File: config.mk
export PLATFORM = sky130hd
export DESIGN_NAME = hbridge_pwm_driver
export DESIGN_NICKNAME = d
export VERILOG_FILES = /design/src/rtl/hbd_pkg.sv /design/src/rtl/hbd_cmd_decode.sv /design/src/rtl/hbd_chan_store.sv /design/src/rtl/hbd_phase_counter.sv /design/src/rtl/hbd_out_stage.sv /design/src/rtl/hbridge_pwm_driver.sv
export SDC_FILE = /design/constraint.sdc
export NUM_CORES = 1
export LEC_CHECK = 0
export ABC_AREA = 1
export ABC_CLOCK_PERIOD_IN_PS = 2040
export CAP_MARGIN = 0
export CORE_MARGIN = 2
export CORE_UTILIZATION = 52
export CTS_CLUSTER_SIZE = 25
export DETAILED_ROUTE_END_ITERATION = 8
export MAX_ROUTING_LAYER = met4
export PLACE_DENSITY = 0.82
export SETUP_SLACK_MARGIN = 0.3
export SYNTH_ARGS = -nofsm -noshare
export SYNTH_HDL_FRONTEND = slang
export SYNTH_SLANG_ARGS = --single-unit
export TNS_END_PERCENT = 50
File: constraint.sdc
create_clock -name clk -period 2.04 [get_ports clk]
set_input_delay 0.204 -clock clk [delete_from_list [all_inputs] [get_ports clk]]
set_output_delay 0.204 -clock clk [all_outputs]
set_load 0.005 [all_outputs]
File: src/rtl/hbd_pkg.sv
package hbd_pkg;

    localparam int SPEED_W   = 4;
    localparam int PAT_W     = 4;
    localparam int CH_NUM    = 2;
    localparam int CMD_W     = 8;
    localparam int OUT_W     = PAT_W * CH_NUM;
    localparam int PHASE_MAX = (1 << SPEED_W) - 1;

    // Command field positions (decoded by this block)
    localparam int CMD_CH_BIT  = 6;
    localparam int CMD_DIR_BIT = 5;
    localparam int CMD_BRK_BIT = 4;

    typedef logic [SPEED_W-1:0] speed_t;
    typedef logic [PAT_W-1:0]   pat_t;
    typedef logic [CMD_W-1:0]   cmd_t;

    // Gate patterns, A in bit 3 down to D in bit 0
    localparam pat_t PAT_FWD   = 4'b1010;
    localparam pat_t PAT_REV   = 4'b0101;
    localparam pat_t PAT_BRAKE = 4'b0000;
    localparam pat_t PAT_COAST = 4'b0011;

    typedef enum logic [1:0] {
        DRV_FWD   = 2'd0,
        DRV_REV   = 2'd1,
        DRV_BRAKE = 2'd2
    } drive_e;

    typedef struct packed {
        speed_t speed;
        pat_t   pat_low;
        pat_t   pat_high;
    } chan_cfg_t;

    function automatic drive_e cmd_drive(input cmd_t c);
        if (c[CMD_BRK_BIT])
            return DRV_BRAKE;
        else if (c[CMD_DIR_BIT])
            return DRV_REV;
        else
            return DRV_FWD;
    endfunction

    function automatic pat_t drive_pattern(input drive_e d);
        case (d)
            DRV_FWD:   return PAT_FWD;
            DRV_REV:   return PAT_REV;
            default:   return PAT_BRAKE;
        endcase
    endfunction

    function automatic chan_cfg_t cmd_to_cfg(input cmd_t c);
        chan_cfg_t r;
        r.speed    = c[SPEED_W-1:0];
        r.pat_low  = PAT_COAST;
        r.pat_high = drive_pattern(cmd_drive(c));
        return r;
    endfunction

    function automatic speed_t next_phase(input speed_t p);
        if (p == speed_t'(PHASE_MAX))
            return speed_t'(1);
        else
            return p + speed_t'(1);
    endfunction

endpackage

File: src/rtl/hbd_cmd_decode.sv
module hbd_cmd_decode
    import hbd_pkg::*;
(
    input  logic                   cmd_valid,
    input  cmd_t                   cmd_byte,
    output logic [CH_NUM-1:0]      wr_en,
    output chan_cfg_t              wr_cfg
);

    logic sel_bit;

    assign sel_bit = cmd_byte[CMD_CH_BIT];

    always_comb begin
        wr_cfg = cmd_to_cfg(cmd_byte);
    end

    for (genvar i = 0; i < CH_NUM; i++) begin : g_sel
        assign wr_en[i] = cmd_valid && (sel_bit == 1'(i));
    end

endmodule

File: src/rtl/hbd_chan_store.sv
module hbd_chan_store
    import hbd_pkg::*;
(
    input  logic      clk,
    input  logic      rst,
    input  logic      wr_en,
    input  chan_cfg_t wr_cfg,
    output chan_cfg_t cfg_q
);

    always_ff @(posedge clk) begin
        if (rst)
            cfg_q <= '0;
        else if (wr_en)
            cfg_q <= wr_cfg;
    end

endmodule

File: src/rtl/hbd_phase_counter.sv
module hbd_phase_counter
    import hbd_pkg::*;
(
    input  logic   clk,
    input  logic   rst,
    input  logic   tick_en,
    output speed_t phase_nxt,
    output speed_t phase_q
);

    assign phase_nxt = next_phase(phase_q);

    always_ff @(posedge clk) begin
        if (rst)
            phase_q <= '0;
        else if (tick_en)
            phase_q <= phase_nxt;
    end

endmodule

File: src/rtl/hbd_out_stage.sv
module hbd_out_stage
    import hbd_pkg::*;
(
    input  logic                    clk,
    input  logic                    rst,
    input  logic                    tick_en,
    input  speed_t                  phase_nxt,
    input  chan_cfg_t [CH_NUM-1:0]  cfg_all,
    output logic [OUT_W-1:0]        gate_out
);

    for (genvar i = 0; i < CH_NUM; i++) begin : g_ch
        pat_t sel_pat;

        always_comb begin
            if (cfg_all[i].speed >= phase_nxt)
                sel_pat = cfg_all[i].pat_high;
            else
                sel_pat = cfg_all[i].pat_low;
        end

        always_ff @(posedge clk) begin
            if (rst)
                gate_out[i*PAT_W +: PAT_W] <= '0;
            else if (tick_en)
                gate_out[i*PAT_W +: PAT_W] <= sel_pat;
        end
    end

endmodule

File: src/rtl/hbridge_pwm_driver.sv
module hbridge_pwm_driver
    import hbd_pkg::*;
(
    input  logic             clk,
    input  logic             rst,
    input  logic             tick_en,
    input  logic             cmd_valid,
    input  logic [7:0]       cmd_byte,
    output logic [7:0]       gate_out
);

    logic [CH_NUM-1:0]       wr_en;
    chan_cfg_t               wr_cfg;
    chan_cfg_t [CH_NUM-1:0]  cfg_all;
    speed_t                  phase_nxt;
    speed_t                  phase_q;

    hbd_cmd_decode u_dec (
        .cmd_valid (cmd_valid),
        .cmd_byte  (cmd_byte),
        .wr_en     (wr_en),
        .wr_cfg    (wr_cfg)
    );

    for (genvar i = 0; i < CH_NUM; i++) begin : g_store
        hbd_chan_store u_store (
            .clk    (clk),
            .rst    (rst),
            .wr_en  (wr_en[i]),
            .wr_cfg (wr_cfg),
            .cfg_q  (cfg_all[i])
        );
    end

    hbd_phase_counter u_cnt (
        .clk       (clk),
        .rst       (rst),
        .tick_en   (tick_en),
        .phase_nxt (phase_nxt),
        .phase_q   (phase_q)
    );

    hbd_out_stage u_out (
        .clk       (clk),
        .rst       (rst),
        .tick_en   (tick_en),
        .phase_nxt (phase_nxt),
        .cfg_all   (cfg_all),
        .gate_out  (gate_out)
    );

endmodule

=== Yosys cells after proc, flatten, opt, wreduce, memory -nomap -nowiden ===
Cells that the tools add are included.

* Add/sub/neg operators: 1
* Multipliers: 0
* Multiplexer cells: 6
* Order comparisons: 2
* Bitwise logic cells: 1
* Div/mod/pow operators: 0
* Equal/unequal tests: 2
* Reductions and logical operators: 3
* Shift-type cells: 0

{| class="wikitable"
|+ Operator list
! cell !! count
|-
| 4-bit two-way mux || 3
|-
| 4-bit greater-or-equal comparator || 2
|-
| 4-bit case mux with 2 select lines || 1
|-
| 4-bit by 1-bit adder with 4-bit output (second input constant) || 1
|-
| 4-bit == test (second input constant) || 1
|-
| 2-bit by 1-bit == test with 1-bit output (second input constant) || 1
|-
| 1-bit logical AND || 2
|-
| 2-bit zero test || 1
|-
| 2-bit two-way mux || 1
|-
| 1-bit two-way mux || 1
|-
| 1-bit inverter || 1
|}

* Memory bits (writable): 0
* Output and inout port bits: 8
* Latch bits: 0
* ROM bits: 0
* Register bits after elaboration: 30
* Memories kept: 0
* Word-level logic and storage cells: 24

=== Depth between registers and ports, before layout ===
Gate-level depths: netlist (run 1).

* Depth in word-level cells: 4
* Gate-level depth with buffers: 14
* Gate-level depth less buffers: 14

=== Cells and area by module ===
Synthesis (run 1) repeated with hierarchy kept, for this count alone.

* Cells, all modules: 304
* Area total of the unflattened synthesis: 1973.1 sq um

{| class="wikitable"
|+ Modules (own cells, without submodules)
! module !! area an instance (sq um) !! instances !! cells each
|-
| hbd_chan_store || 496.7 || 2 || 76
|-
| hbd_out_stage || 658.1 || 1 || 104
|-
| hbd_phase_counter || 207.7 || 1 || 29
|-
| hbd_cmd_decode || 113.9 || 1 || 19
|}

=== Worst setup path after synthesis (run 1) ===
Ideal clock, no wire load.

* Path kind: register -> register
* Start: register u_cnt.phase_q[0]
* End: register u_out.gate_out[0]
* Arrival: 1.594 ns
* Stages on the path, launching flop included: 15
* Slack: 0.337 ns
* Buffers on the path: 0
* Period minus slack after synthesis: 1.703 ns
* Cells stage by stage: dfxtp_1 ha_1 nand2_1 nand3_1 o21ai_1 inv_1 ha_1 nand2_1 inv_2 nand2_1 nand3_2 nand2_1 nand3_1 nand2_1 inv_1

* Cells in the longest elaborated chain, start to end: 4
* Elaborated cells between the ends (all ways): 5
* Classes of those cells: 1 x add/sub; 1 x order compare; 1 x eq/ne; 2 x mux

{| class="wikitable"
|+ Ends and longest elaborated chain
! item !! RTL line !! RTL
|-
| start, declared || hbd_phase_counter.sv:8 || <nowiki>output speed_t phase_q</nowiki>
|-
| start signal, assigned || hbd_phase_counter.sv:17 || <nowiki>phase_q <= phase_nxt;</nowiki>
|-
| 4-bit by 1-bit adder with 4-bit output or 4-bit == test (tied branches) || hbd_pkg.sv:66, hbd_pkg.sv:63 ||
|-
| 4-bit two-way mux * || hbd_pkg.sv:63 || <nowiki>if (p == speed_t'(PHASE_MAX))</nowiki>
|-
| 4-bit greater-or-equal comparator * || hbd_out_stage.sv:16 || <nowiki>if (cfg_all[i].speed >= phase_nxt)</nowiki>
|-
| 4-bit two-way mux * || hbd_out_stage.sv:16 ||
|-
| end signal, assigned by index || hbd_out_stage.sv:26 || <nowiki>gate_out[i*PAT_W +: PAT_W] <= sel_pat;</nowiki>
|-
| end, declared || hbd_out_stage.sv:9 || <nowiki>output logic [OUT_W-1:0] gate_out</nowiki>
|}

Every way passes the cells marked *; elsewhere a longest branch is shown, timed or not.
A chain may end at the register's enable or synchronous reset.

=== Worst setup path in the final report (run 1) ===
Same ends and word-level chain as after synthesis.

==> impl_metrics.csv, run 1 <==
group,metric,value,unit
run_status,status,"finished clean",
timing,tightest_slew,0.648,ns
global_route,grt-ovfl-total,0,
placed_design,gp_congestion,0.878,
yosys,synth_cell_types,21,
floorplanning,fp.dieH,53.2,um
routing,drc,0,
clock_tree,clock-root-buffer,"clkbuf_4",
routing,drt_first_pass_iters,4,
routing,avgViaCountPerCell,5.22,
clock_tree,cts_sinks,26,
timing,fin_worst_hold_slack,0.490,ns
finish,drive_above_1_share,0.249,
timing,worst_clock_skew,0.0137,ns
global_route,grt_use_total,0.228,
floorplanning,die_x,53.2,um
routing,ant_nets,0,
timing,tns,0,ns
run,maxCapViolations,0,
floorplanning,core-area,2250,um2
floorplanning,io_pins,20,
setup_path,worst_setup_path_end_kind,"flop",
timing,setup_viol,0,
floorplanning,start_util,0.557,
routing,wl_per_cell,12.7,um
placed_design,io_buffers,18,
setup_path,path_cells,"ha_4, nand2_4, nand3_4, o21ai_4, inv_2, ha_4, nand2_2, inv_2, nand2_2, nand3_2, nand2_2, nand3_1, nand2_1, inv_1",
placed_design,placed_cells,210,
setup_path,r2r_setup_slack,0.29,ns
setup_path,worst_path_most_repeated_cell,"nand2_2",
yosys,syn_area_per_cell,7.52,um2
yosys,synth_seq_cells,26,
clock_tree,clock_path_buffers,2,
clock_tree,htreeDepth,1,
yosys,synthCells,167,
clock_tree,clock_latency,0.32,ns
yosys,synth_ff_type,"dfxtp_1",
setup_path,criticalPathCategory,"flop to flop",
finish,n_antenna_cell,0,
finish,nFillCells,169,
yosys,synth_area_leaders,"dfxtp_1 (41%), ha_1 (9.0%), nor2_1 (8.4%)",
timing,max_freq,571,MHz
timing,rsz0062_at_grt,"true",
setup_path,cp_max_fo,2,
yosys,yosys_warnings,0,
setup_path,critical_path_required,2.29,ns
yosys,yosysMostFrequentCell,"nor2_1",
placed_design,place_hpwl,1890,um
yosys,yosysSeqAreaShare,0.414,
routing,initialDrtViolationCount,20,
global_route,grt_pass1_vias,1088,
clock_tree,cts_buffers,3,
setup_path,start_kind,"flop",
global_route,grt_start_max_net_pins,21,
timing,fin_crit,1.75,ns
clock_tree,path_clk_slew,0.14,ns
power_and_ir_drop,power.leakage,0.775,nW
yosys,synth-edff-count,0,
clock_tree,ctsHoldBuffers,0,
hold_path,hp-class,"flop to flop",
global_route,grt_pass1_wl,4550,um
timing,hold_viol,0,
floorplanning,row_count,17,
setup_path,max_stage_delay,0.39,ns
yosys,synth.top_cell.area_share,0.414,
setup_path,slowest_stage,"dfxtp_4",
yosys,syn_area,1260,um2
yosys,yosys-top-cells-count,"nor2_1 (28), dfxtp_1 (26), inv_1 (23)",
timing,slew_viol_final,0,
timing,finalCritPeriodShare,0.858,
yosys,synth_fp_nets,188,
floorplanning,dieArea,2820,um2
routing,totalWireLength,2760,um
routing,vias,1133,
global_route,antenna_found_initial,0,
yosys,yosysTopAreaCell,"dfxtp_1",
finish,finish.utilization,0.748,
yosys,ys_async_sr_fraction,0,
finish,finalNetCount,211,
power_and_ir_drop,ir_drop,0.000556,V
power_and_ir_drop,powerDensity,720,nW/um2
finish,area_delta_synth_final,34.2,%
clock_tree,cts_tree,"done",
setup_path,crit_arrival,2.00,ns
finish,layout.cells.non_filler,217,
timing,slew_headroom,0.567,
final timing paths:
path | from | end | depth (start not counted)
max | u_cnt.phase_q[0]$_SDFFE_PP0P_ | u_out.gate_out[0]$_SDFFE_PP0P_ | 14
min | g_store[1].u_store.cfg_q[1]$_SDFFE_PP0P_ | u_out.gate_out[7]$_SDFFE_PP0P_ | 2
max reg2reg | u_cnt.phase_q[0]$_SDFFE_PP0P_ | u_out.gate_out[0]$_SDFFE_PP0P_ | 14
min reg2reg | g_store[1].u_store.cfg_q[1]$_SDFFE_PP0P_ | u_out.gate_out[7]$_SDFFE_PP0P_ | 2
state kept, by name, indices dropped and copies added, names as in the netlist:
register	count
u_out.gate_out	8
g_store.u_store.cfg_q	14
u_cnt.phase_q	4
worst max-delay path, delay by kind of cell, from the launching register on:
| kind | cells | cell delay [ns] |
|---|---|---|
| compound gates | 1 | 0.07 |
| fa+ha+maj | 2 | 0.42 |
| buf+inv | 3 | 0.18 |
| flops | 1 | 0.39 |
| simple gates | 8 | 0.62 |
per-stage QoR:
| step | area [um2] | setup slack, ns | total power [W] |
|---|---|---|---|
| floorplan | 1260 | 0.337 | 0.000726 |
| global placement | 1430 | 0.179 | 0.000787 |
| detailed placement | 1430 | 0.117 | 0.000801 |
| CTS | 1610 | 0.314 | 0.00118 |
| global route | 1690 | 0.179 | 0.00128 |
| finish | 1690 | 0.290 | 0.00121 |
repair_timing:
item,in CTS,in global routing
buffers inserted,2,1
pin swaps,11,14
resized for setup,24,13
endpoints found under the setup margin,8,8
endpoints found under the hold margin,0,0
logic make-up (layout without fill, tap and decap cells):
kind of cell	Yosys count	after routing	synth area share
buffers and inverters	33	55	0.125
xor gates and xnor gates	1	1	0.00697
and+or+nand+nor	62	62	0.209
AOI/OAI and AO/OA	36	36	0.154
DFF	26	26	0.414
adders and majority gates	9	9	0.0896
cell type report:
cell class / instances / area [um2] / area share
well taps: 28 / 35.0 / 0.0208
inverters: 29 / 113 / 0.0668
repair buffers: 22 / 214 / 0.127
multi-input cells: 108 / 742 / 0.440
flip-flops and latches: 26 / 529 / 0.314
clock inverters: 1 / 30.0 / 0.0178
clock buffers: 3 / 22.5 / 0.0134
where the power goes:
| part | total (W) | switching (W) | leakage (nW) | internal (W) |
|---|---|---|---|---|
| logic | 0.000293 | 0.000159 | 0.531 | 0.000134 |
| clock network | 0.000348 | 0.000149 | 0.0279 | 0.000199 |
| registers | 0.000572 | 0.0000286 | 0.216 | 0.000543 |
layout by cell type (no fill, tap or decap):
| cell type | n |
|---|---|
| o211ai_1 | 1 |
| nand3_4 | 2 |
| nor2_4 | 1 |
| o21ai_4 | 1 |
| o21ai_2 | 2 |
| inv_2 | 6 |
| a21oi_4 | 1 |
| dfxtp_1 | 23 |
| nand4_1 | 2 |
| nand2_1 | 13 |
| xor2_2 | 1 |
| buf_4 | 3 |
| ha_1 | 4 |
| nor2_1 | 28 |
| clkdlybuf4s50_1 | 18 |
| a21oi_2 | 2 |
| nand2_4 | 2 |
| dfxtp_2 | 1 |
| a21oi_1 | 11 |
| clkbuf_4 | 3 |
| dfxtp_4 | 2 |
| nand3_1 | 3 |
| inv_1 | 21 |
| nand2_2 | 8 |
| ha_4 | 5 |
| buf_6 | 1 |
| bufinv_16 | 1 |
| o21ai_1 | 13 |
| clkinv_2 | 1 |
| inv_4 | 1 |
| o21ai_0 | 5 |
| nand3_2 | 3 |
layer usage:
metal	routed length, um	GRT usage	vias to the layer above
li1	-	-	578
met1	1230	0.261	528
met2	1430	0.398	20
met3	57	0.0339	7
met4	44	0.0897	0
met5	0	-	-
Power figures use the tool's default switching activity.
==> inputs of run 2 (changes only) <==
--- a/config.mk
+++ b/config.mk
@@ -8,12 +8,14 @@
 export ABC_AREA = 1
 export ABC_CLOCK_PERIOD_IN_PS = 2040
 export CAP_MARGIN = 0
+export CELL_PAD_IN_SITES_DETAIL_PLACEMENT = 0
+export CELL_PAD_IN_SITES_GLOBAL_PLACEMENT = 2
 export CORE_MARGIN = 2
-export CORE_UTILIZATION = 52
+export CORE_UTILIZATION = 29
 export CTS_CLUSTER_SIZE = 25
 export DETAILED_ROUTE_END_ITERATION = 8
 export MAX_ROUTING_LAYER = met4
-export PLACE_DENSITY = 0.82
+export PLACE_DENSITY = 0.8
 export SETUP_SLACK_MARGIN = 0.3
 export SYNTH_ARGS = -nofsm -noshare
 export SYNTH_HDL_FRONTEND = slang
==> run 2 against run 1 <==
Sequential power fell by 0.9%. Flip-flop and latch count did not move. Global-route usage fell by 11 points. Combinational power fell by 7.2%. Fmax rose by 0.80%. Largest cell class unchanged. Largest power group unchanged. Highest routed layer unchanged.
==> impl_metrics.csv, run 2 (synthesis gave the netlist of run 1 again) <==
group,metric,value,unit
global_route,grt_use_total,0.120,
timing,finalCritPeriodShare,0.851,
routing,drc,0,
timing,setup_viol,0,
timing,slew_headroom,0.686,
clock_tree,clock_path_buffers,2,
run,maxCapViolations,0,
clock_tree,cts_sinks,26,
clock_tree,cts_buffers,3,
finish,layout_common_cells,"nor2_1 (28), dfxtp_1 (23), inv_1 (21)",
global_route,grt-ovfl-total,0,
routing,routed.top_layer,"met4",
finish,drive_above_1_share,0.230,
setup_path,cp_max_fo,2,
setup_path,max_stage_delay,0.37,ns
clock_tree,path_clk_slew,0.09,ns
placed_design,place_hpwl,1980,um
timing,fin_worst_hold_slack,0.477,ns
timing,fin_crit,1.74,ns
power_and_ir_drop,power.leakage,0.765,nW
finish,regMostFlops,"g_store.u_store.cfg_q",
routing,met2_length,1320,um
floorplanning,start_util,0.307,
global_route,grt_pass1_vias,1092,
floorplanning,row_count,23,
finish,finalNetCount,209,
floorplanning,dieArea,4870,um2
floorplanning,core-area,4090,um2
setup_path,crit_arrival,1.92,ns
routing,totalWireLength,2680,um
floorplanning,fp.dieH,69.8,um
finish,n_antenna_cell,0,
setup_path,path_cells,"ha_4, nand2_4, nand3_2, o21ai_2, inv_2, ha_4, nand2_2, inv_2, nand2_2, nand3_2, nand2_2, nand3_2, nand2_1, inv_1",
timing,tns,0,ns
finish,largest_register_ffs,14,
routing,dr_wl_met3,45,um
timing,rsz0062_at_grt,"true",
power_and_ir_drop,ir_drop,0.000255,V
timing,worst_clock_skew,0.00549,ns
finish,nFillCells,427,
clock_tree,cts_tree,"done",
routing,wl_met1,1250,um
floorplanning,io_pins,20,
floorplanning,die_x,69.8,um
timing,max_freq,576,MHz
setup_path,start_kind,"flop",
routing,drt_first_pass_iters,4,
global_route,grt_start_max_net_pins,19,
routing,vias,1096,
setup_path,worst_setup_path_end_kind,"flop",
routing,avgViaCountPerCell,4.62,
global_route,antenna_found_initial,0,
global_route,grt_pass1_wl,4630,um
setup_path,criticalPathCategory,"flop to flop",
clock_tree,ctsHoldBuffers,0,
run_status,status,"finished clean",
setup_path,critPathTopFamily,"simple AND/OR/NAND/NOR gates",
routing,ant_nets,0,
timing,tightest_slew,0.470,ns
clock_tree,clock_latency,0.28,ns
hold_path,hp-class,"flop to flop",
routing,initialDrtViolationCount,22,
setup_path,critical_path_required,2.23,ns
finish,layout_commonest_cell,"nor2_1",
finish,area_delta_synth_final,32.1,%
clock_tree,clock-root-buffer,"clkbuf_8",
finish,reg_top3,"g_store.u_store.cfg_q: 14 flops, u_out.gate_out: 8 flops, u_cnt.phase_q: 4 flops",
setup_path,slowest_stage,"dfxtp_4",
routing,wl_per_cell,11.3,um
clock_tree,htreeDepth,1,
placed_design,gp_congestion,0.683,
placed_design,io_buffers,18,
timing,hold_viol,0,
power_and_ir_drop,powerDensity,766,nW/um2
setup_path,path_buf_inv,3,
timing,slew_viol_final,0,
## run 2: changes by cell type in the layout (fill, tap and decap cells not counted)
cell,previous run,this run
buf_4,3,1
clkbuf_4,3,0
clkbuf_8,0,3
ha_1,4,6
ha_4,5,3
nand2_1,13,12
nand2_2,8,10
nand2_4,2,1
nand3_2,3,5
nand3_4,2,0
o21ai_2,2,3
o21ai_4,1,0
xor2_1,0,1
xor2_2,1,0
## run 2: repair_timing
action / 4_1_cts / 5_1_grt
gates resized for setup: 21 / 10
endpoints found under the setup margin: 8 / 8
setup buffers: 1 / 0
pin swaps: 4 / 12
## run 2: layout make-up
cell class | count | area (um2) | share of cell area
Clock buffer | 3 | 41.3 | 0.0249
Clock inverter | 1 | 30.0 | 0.0181
Inverter | 29 | 113 | 0.0679
Multi-Input combinational cell | 108 | 684 | 0.413
Sequential cell | 26 | 529 | 0.319
Tap cell | 50 | 62.6 | 0.0377
Timing Repair Buffer | 20 | 199 | 0.120
## run 2: routing by layer
metal,vias up,global-route usage
met5,-,-
met2,9,0.206
met3,7,0.0189
met1,506,0.140
li1,574,-
met4,0,0.0491
## run 2: final timing paths
kind                                                               start                                        to  slack (ns)  cells after the start
worst max-delay path                       u_cnt.phase_q[0]$_SDFFE_PP0P_            u_out.gate_out[4]$_SDFFE_PP0P_        0.30                     14
worst min-delay path            g_store[0].u_store.cfg_q[8]$_SDFFE_PP0P_  g_store[0].u_store.cfg_q[8]$_SDFFE_PP0P_        0.48                      2
worst max register to register             u_cnt.phase_q[0]$_SDFFE_PP0P_            u_out.gate_out[4]$_SDFFE_PP0P_        0.30                     14
worst min register to register  g_store[0].u_store.cfg_q[8]$_SDFFE_PP0P_  g_store[0].u_store.cfg_q[8]$_SDFFE_PP0P_        0.48                      2
## run 2: worst register-to-register path, cell delays in order, from the launching register on
cell and delay [ns]:
dfxtp_4 0.37, ha_4 0.17, nand2_4 0.06, nand3_2 0.06
o21ai_2 0.09, inv_2 0.10, ha_4 0.27, nand2_2 0.07
inv_2 0.04, nand2_2 0.06, nand3_2 0.10, nand2_2 0.09
nand3_2 0.07, nand2_1 0.06, inv_1 0.03
## run 2: report_power, final
| group | switching (W) | total (W) | internal [W] | leakage (nW) |
|---|---|---|---|---|
| sequential | 0.0000247 | 0.000567 | 0.000543 | 0.216 |
| clock | 0.000169 | 0.000432 | 0.000263 | 0.0357 |
| combinational | 0.000148 | 0.000272 | 0.000124 | 0.513 |
| total | 0.000342 | 0.00127 | 0.000929 | 0.765 |
## run 2: per-stage QoR
stage	instances	util	area [um2]	setup WS [ns]	power, W
CTS	237	0.398	1630	0.304	0.00126
detailed placement	232	0.358	1460	0.0749	0.000803
global route	237	0.406	1660	0.188	0.00134
finish	237	0.406	1660	0.304	0.00127
global placement	232	0.358	1460	0.149	0.000796
floorplan	167	-	1260	0.337	0.000726
==> inputs of run 3 (changes only) <==
--- a/config.mk
+++ b/config.mk
@@ -16,7 +16,7 @@
 export DETAILED_ROUTE_END_ITERATION = 8
 export MAX_ROUTING_LAYER = met4
 export PLACE_DENSITY = 0.8
-export SETUP_SLACK_MARGIN = 0.3
+export SKIP_LAST_GASP = 1
 export SYNTH_ARGS = -nofsm -noshare
 export SYNTH_HDL_FRONTEND = slang
 export SYNTH_SLANG_ARGS = --single-unit
==> run 3 against run 2 <==
Clock power barely moved. Setup slack worse by 0.13 ns. Flip-flop and latch count unchanged. Die area did not move. Combinational power decreased by 14%. Clock-buffer cell count did not move. Fmax fell by 6.8%. Total power is 3.3% lower. Cell count stayed put. Via count decreased by 1.3%. Core utilization shrank 2.5 points. Critical path depth fell by 1. Critical endpoint is now u_out.gate_out[6]$_SDFFE_PP0P_. Largest power group unchanged. Highest routed layer unchanged.
==> impl_metrics.csv, run 3 (synthesis gave the netlist of run 1 again) <==
group,metric,value,unit
hold_path,hp-class,"flop to flop",
setup_path,critical_path_required,2.26,ns
global_route,grt_pass1_vias,1024,
finish,multi_input_area,594,um2
setup_path,rr_startpoint,"u_cnt.phase_q[0]$_SDFFE_PP0P_",
routing,initialDrtViolationCount,22,
finish,reg_top3,"g_store.u_store.cfg_q: 14 flops, u_out.gate_out: 8 flops, u_cnt.phase_q: 4 flops",
placed_design,preCtsSetupSlack,0.0749,ns
global_route,grt-ovfl-total,0,
clock_tree,cts_buffers,3,
floorplanning,start_util,0.307,
finish,layout_commonest_cell,"nor2_1",
global_route,grt_start_max_net_pins,19,
power_and_ir_drop,p_comb_frac,0.190,
placed_design,place_hpwl,1980,um
run_status,status,"finished clean",
clock_tree,path_clk_slew,0.09,ns
power_and_ir_drop,power.leakage,0.733,nW
finish,area_delta_synth_final,24.0,%
finish,drive_above_1_share,0.134,
finish,nFillCells,436,
timing,tns,0,ns
power_and_ir_drop,power_switching,0.000318,W
setup_path,worst_setup_path_end_kind,"flop",
power_and_ir_drop,p_int,0.000911,W
global_route,grt_pass1_wl,4400,um
setup_path,criticalPathCategory,"flop to flop",
timing,timing.final.ws_setup,0.177,ns
floorplanning,io_pins,20,
run,maxCapViolations,0,
floorplanning,dieArea,4870,um2
timing,fin_crit,1.86,ns
floorplanning,fp.dieH,69.8,um
global_route,antenna_found_initial,0,
setup_path,crit_arrival,2.08,ns
routing,avgViaCountPerCell,4.57,
hold_path,min_from,"g_store[0].u_store.cfg_q[8]$_SDFFE_PP0P_",
routing,drt_first_pass_iters,4,
setup_path,worstSetupStartpoint,"u_cnt.phase_q[0]$_SDFFE_PP0P_",
timing,rsz0062_at_grt,"false",
clock_tree,htreeDepth,1,
timing,max_freq,537,MHz
setup_path,start_kind,"flop",
timing,finalCritPeriodShare,0.913,
routing,ant_nets,0,
timing,slew_headroom,0.691,
finish,n_antenna_cell,0,
placed_design,io_buffers,18,
power_and_ir_drop,pwr-share-seq,0.458,
floorplanning,die_x,69.8,um
clock_tree,clock-root-buffer,"clkbuf_8",
timing,hold_viol,0,
finish,layout_common_cells,"nor2_1 (28), dfxtp_1 (25), inv_1 (22)",
timing,slew_viol_final,0,
timing,setup_viol,0,
clock_tree,clock_latency,0.28,ns
routing,drc,0,
global_route,grt_use_total,0.115,
power_and_ir_drop,switching_share,0.259,
setup_path,cp_max_fo,4,
routing,wl_per_cell,10.9,um
setup_path,r2r_setup_slack,0.18,ns
routing,vias,1082,
floorplanning,core-area,4090,um2
timing,worst_clock_skew,0.00674,ns
finish,ff_latch_area,522,um2
timing,tightest_slew,0.461,ns
placed_design,gp_congestion,0.683,
finish,finalNetCount,209,
finish,regMostFlops,"g_store.u_store.cfg_q",
clock_tree,cts_tree,"done",
clock_tree,cts_sinks,26,
finish,largest_register_ffs,14,
clock_tree,clock_path_buffers,2,
routing,totalWireLength,2590,um
power_and_ir_drop,powerDensity,789,nW/um2
clock_tree,ctsHoldBuffers,0,
floorplanning,row_count,23,
power_and_ir_drop,ir_drop,0.000255,V
power_and_ir_drop,clockPowerShare,0.351,
==> run 3: cell counts in the layout (fill, tap and decap cells not counted) <==
No cell type changed its count.
==> run 3: final cells by class <==
type	count	area share
clock inverters	1	0.0193
clock buffers	3	0.0265
inverters	29	0.0723
repair buffers	20	0.125
flip-flops and latches	26	0.335
well taps	50	0.0402
multi-input cells	108	0.382
==> run 3: layer usage <==
layer,share of wire,GRT usage
met5,0,-
met4,0.015,0.0385
met3,0.021,0.0174
met2,0.48,0.196
met1,0.48,0.139
==> run 3: repair_timing <==
action                     4_1_cts  5_1_grt
setup endpoints to repair        0        5
buffers inserted                 0        1
resized for setup                0        7
==> run 3: worst paths after layout <==
kind / to / depth (start not counted)
worst min-delay path: g_store[0].u_store.cfg_q[8]$_SDFFE_PP0P_ / 2
worst max register to register: u_out.gate_out[6]$_SDFFE_PP0P_ / 13
worst max-delay path: u_out.gate_out[6]$_SDFFE_PP0P_ / 13
worst min register to register: g_store[0].u_store.cfg_q[8]$_SDFFE_PP0P_ / 2
==> run 3: per-stage QoR <==
step	util	hold WS (ns)	total power, W	instances	cell area, um2
4_1_cts	0.375	0.479	0.00123	236	1530
3_3_place_gp	0.358	0.452	0.000796	232	1460
6_report	0.381	0.477	0.00123	237	1560
2_1_floorplan	-	0.339	0.000726	167	1260
5_1_grt	0.381	0.516	0.00130	237	1560
3_5_place_dp	0.358	0.465	0.000803	232	1460
==> run 3: worst max-delay path, cell delays in order, from the launching register on <==
cell	delay [ns]
dfxtp_2	0.36
ha_2	0.20
nand2_2	0.09
nand3_1	0.09
o21ai_2	0.09
inv_2	0.07
ha_1	0.31
nand2_1	0.07
inv_2	0.05
nand2_1	0.05
nand3_1	0.10
nand2_1	0.08
buf_4	0.13
a21oi_1	0.10
==> run 3: power groups by stage <==
stage | sequential [W] | combinational (W) | clock [W]
finish | 0.000563 | 0.000234 | 0.000432
global route | 0.000568 | 0.000270 | 0.000464
CTS | 0.000562 | 0.000230 | 0.000441
detailed placement | 0.000574 | 0.000229 | 0
global placement | 0.000573 | 0.000223 | 0
floorplan | 0.000571 | 0.000155 | 0
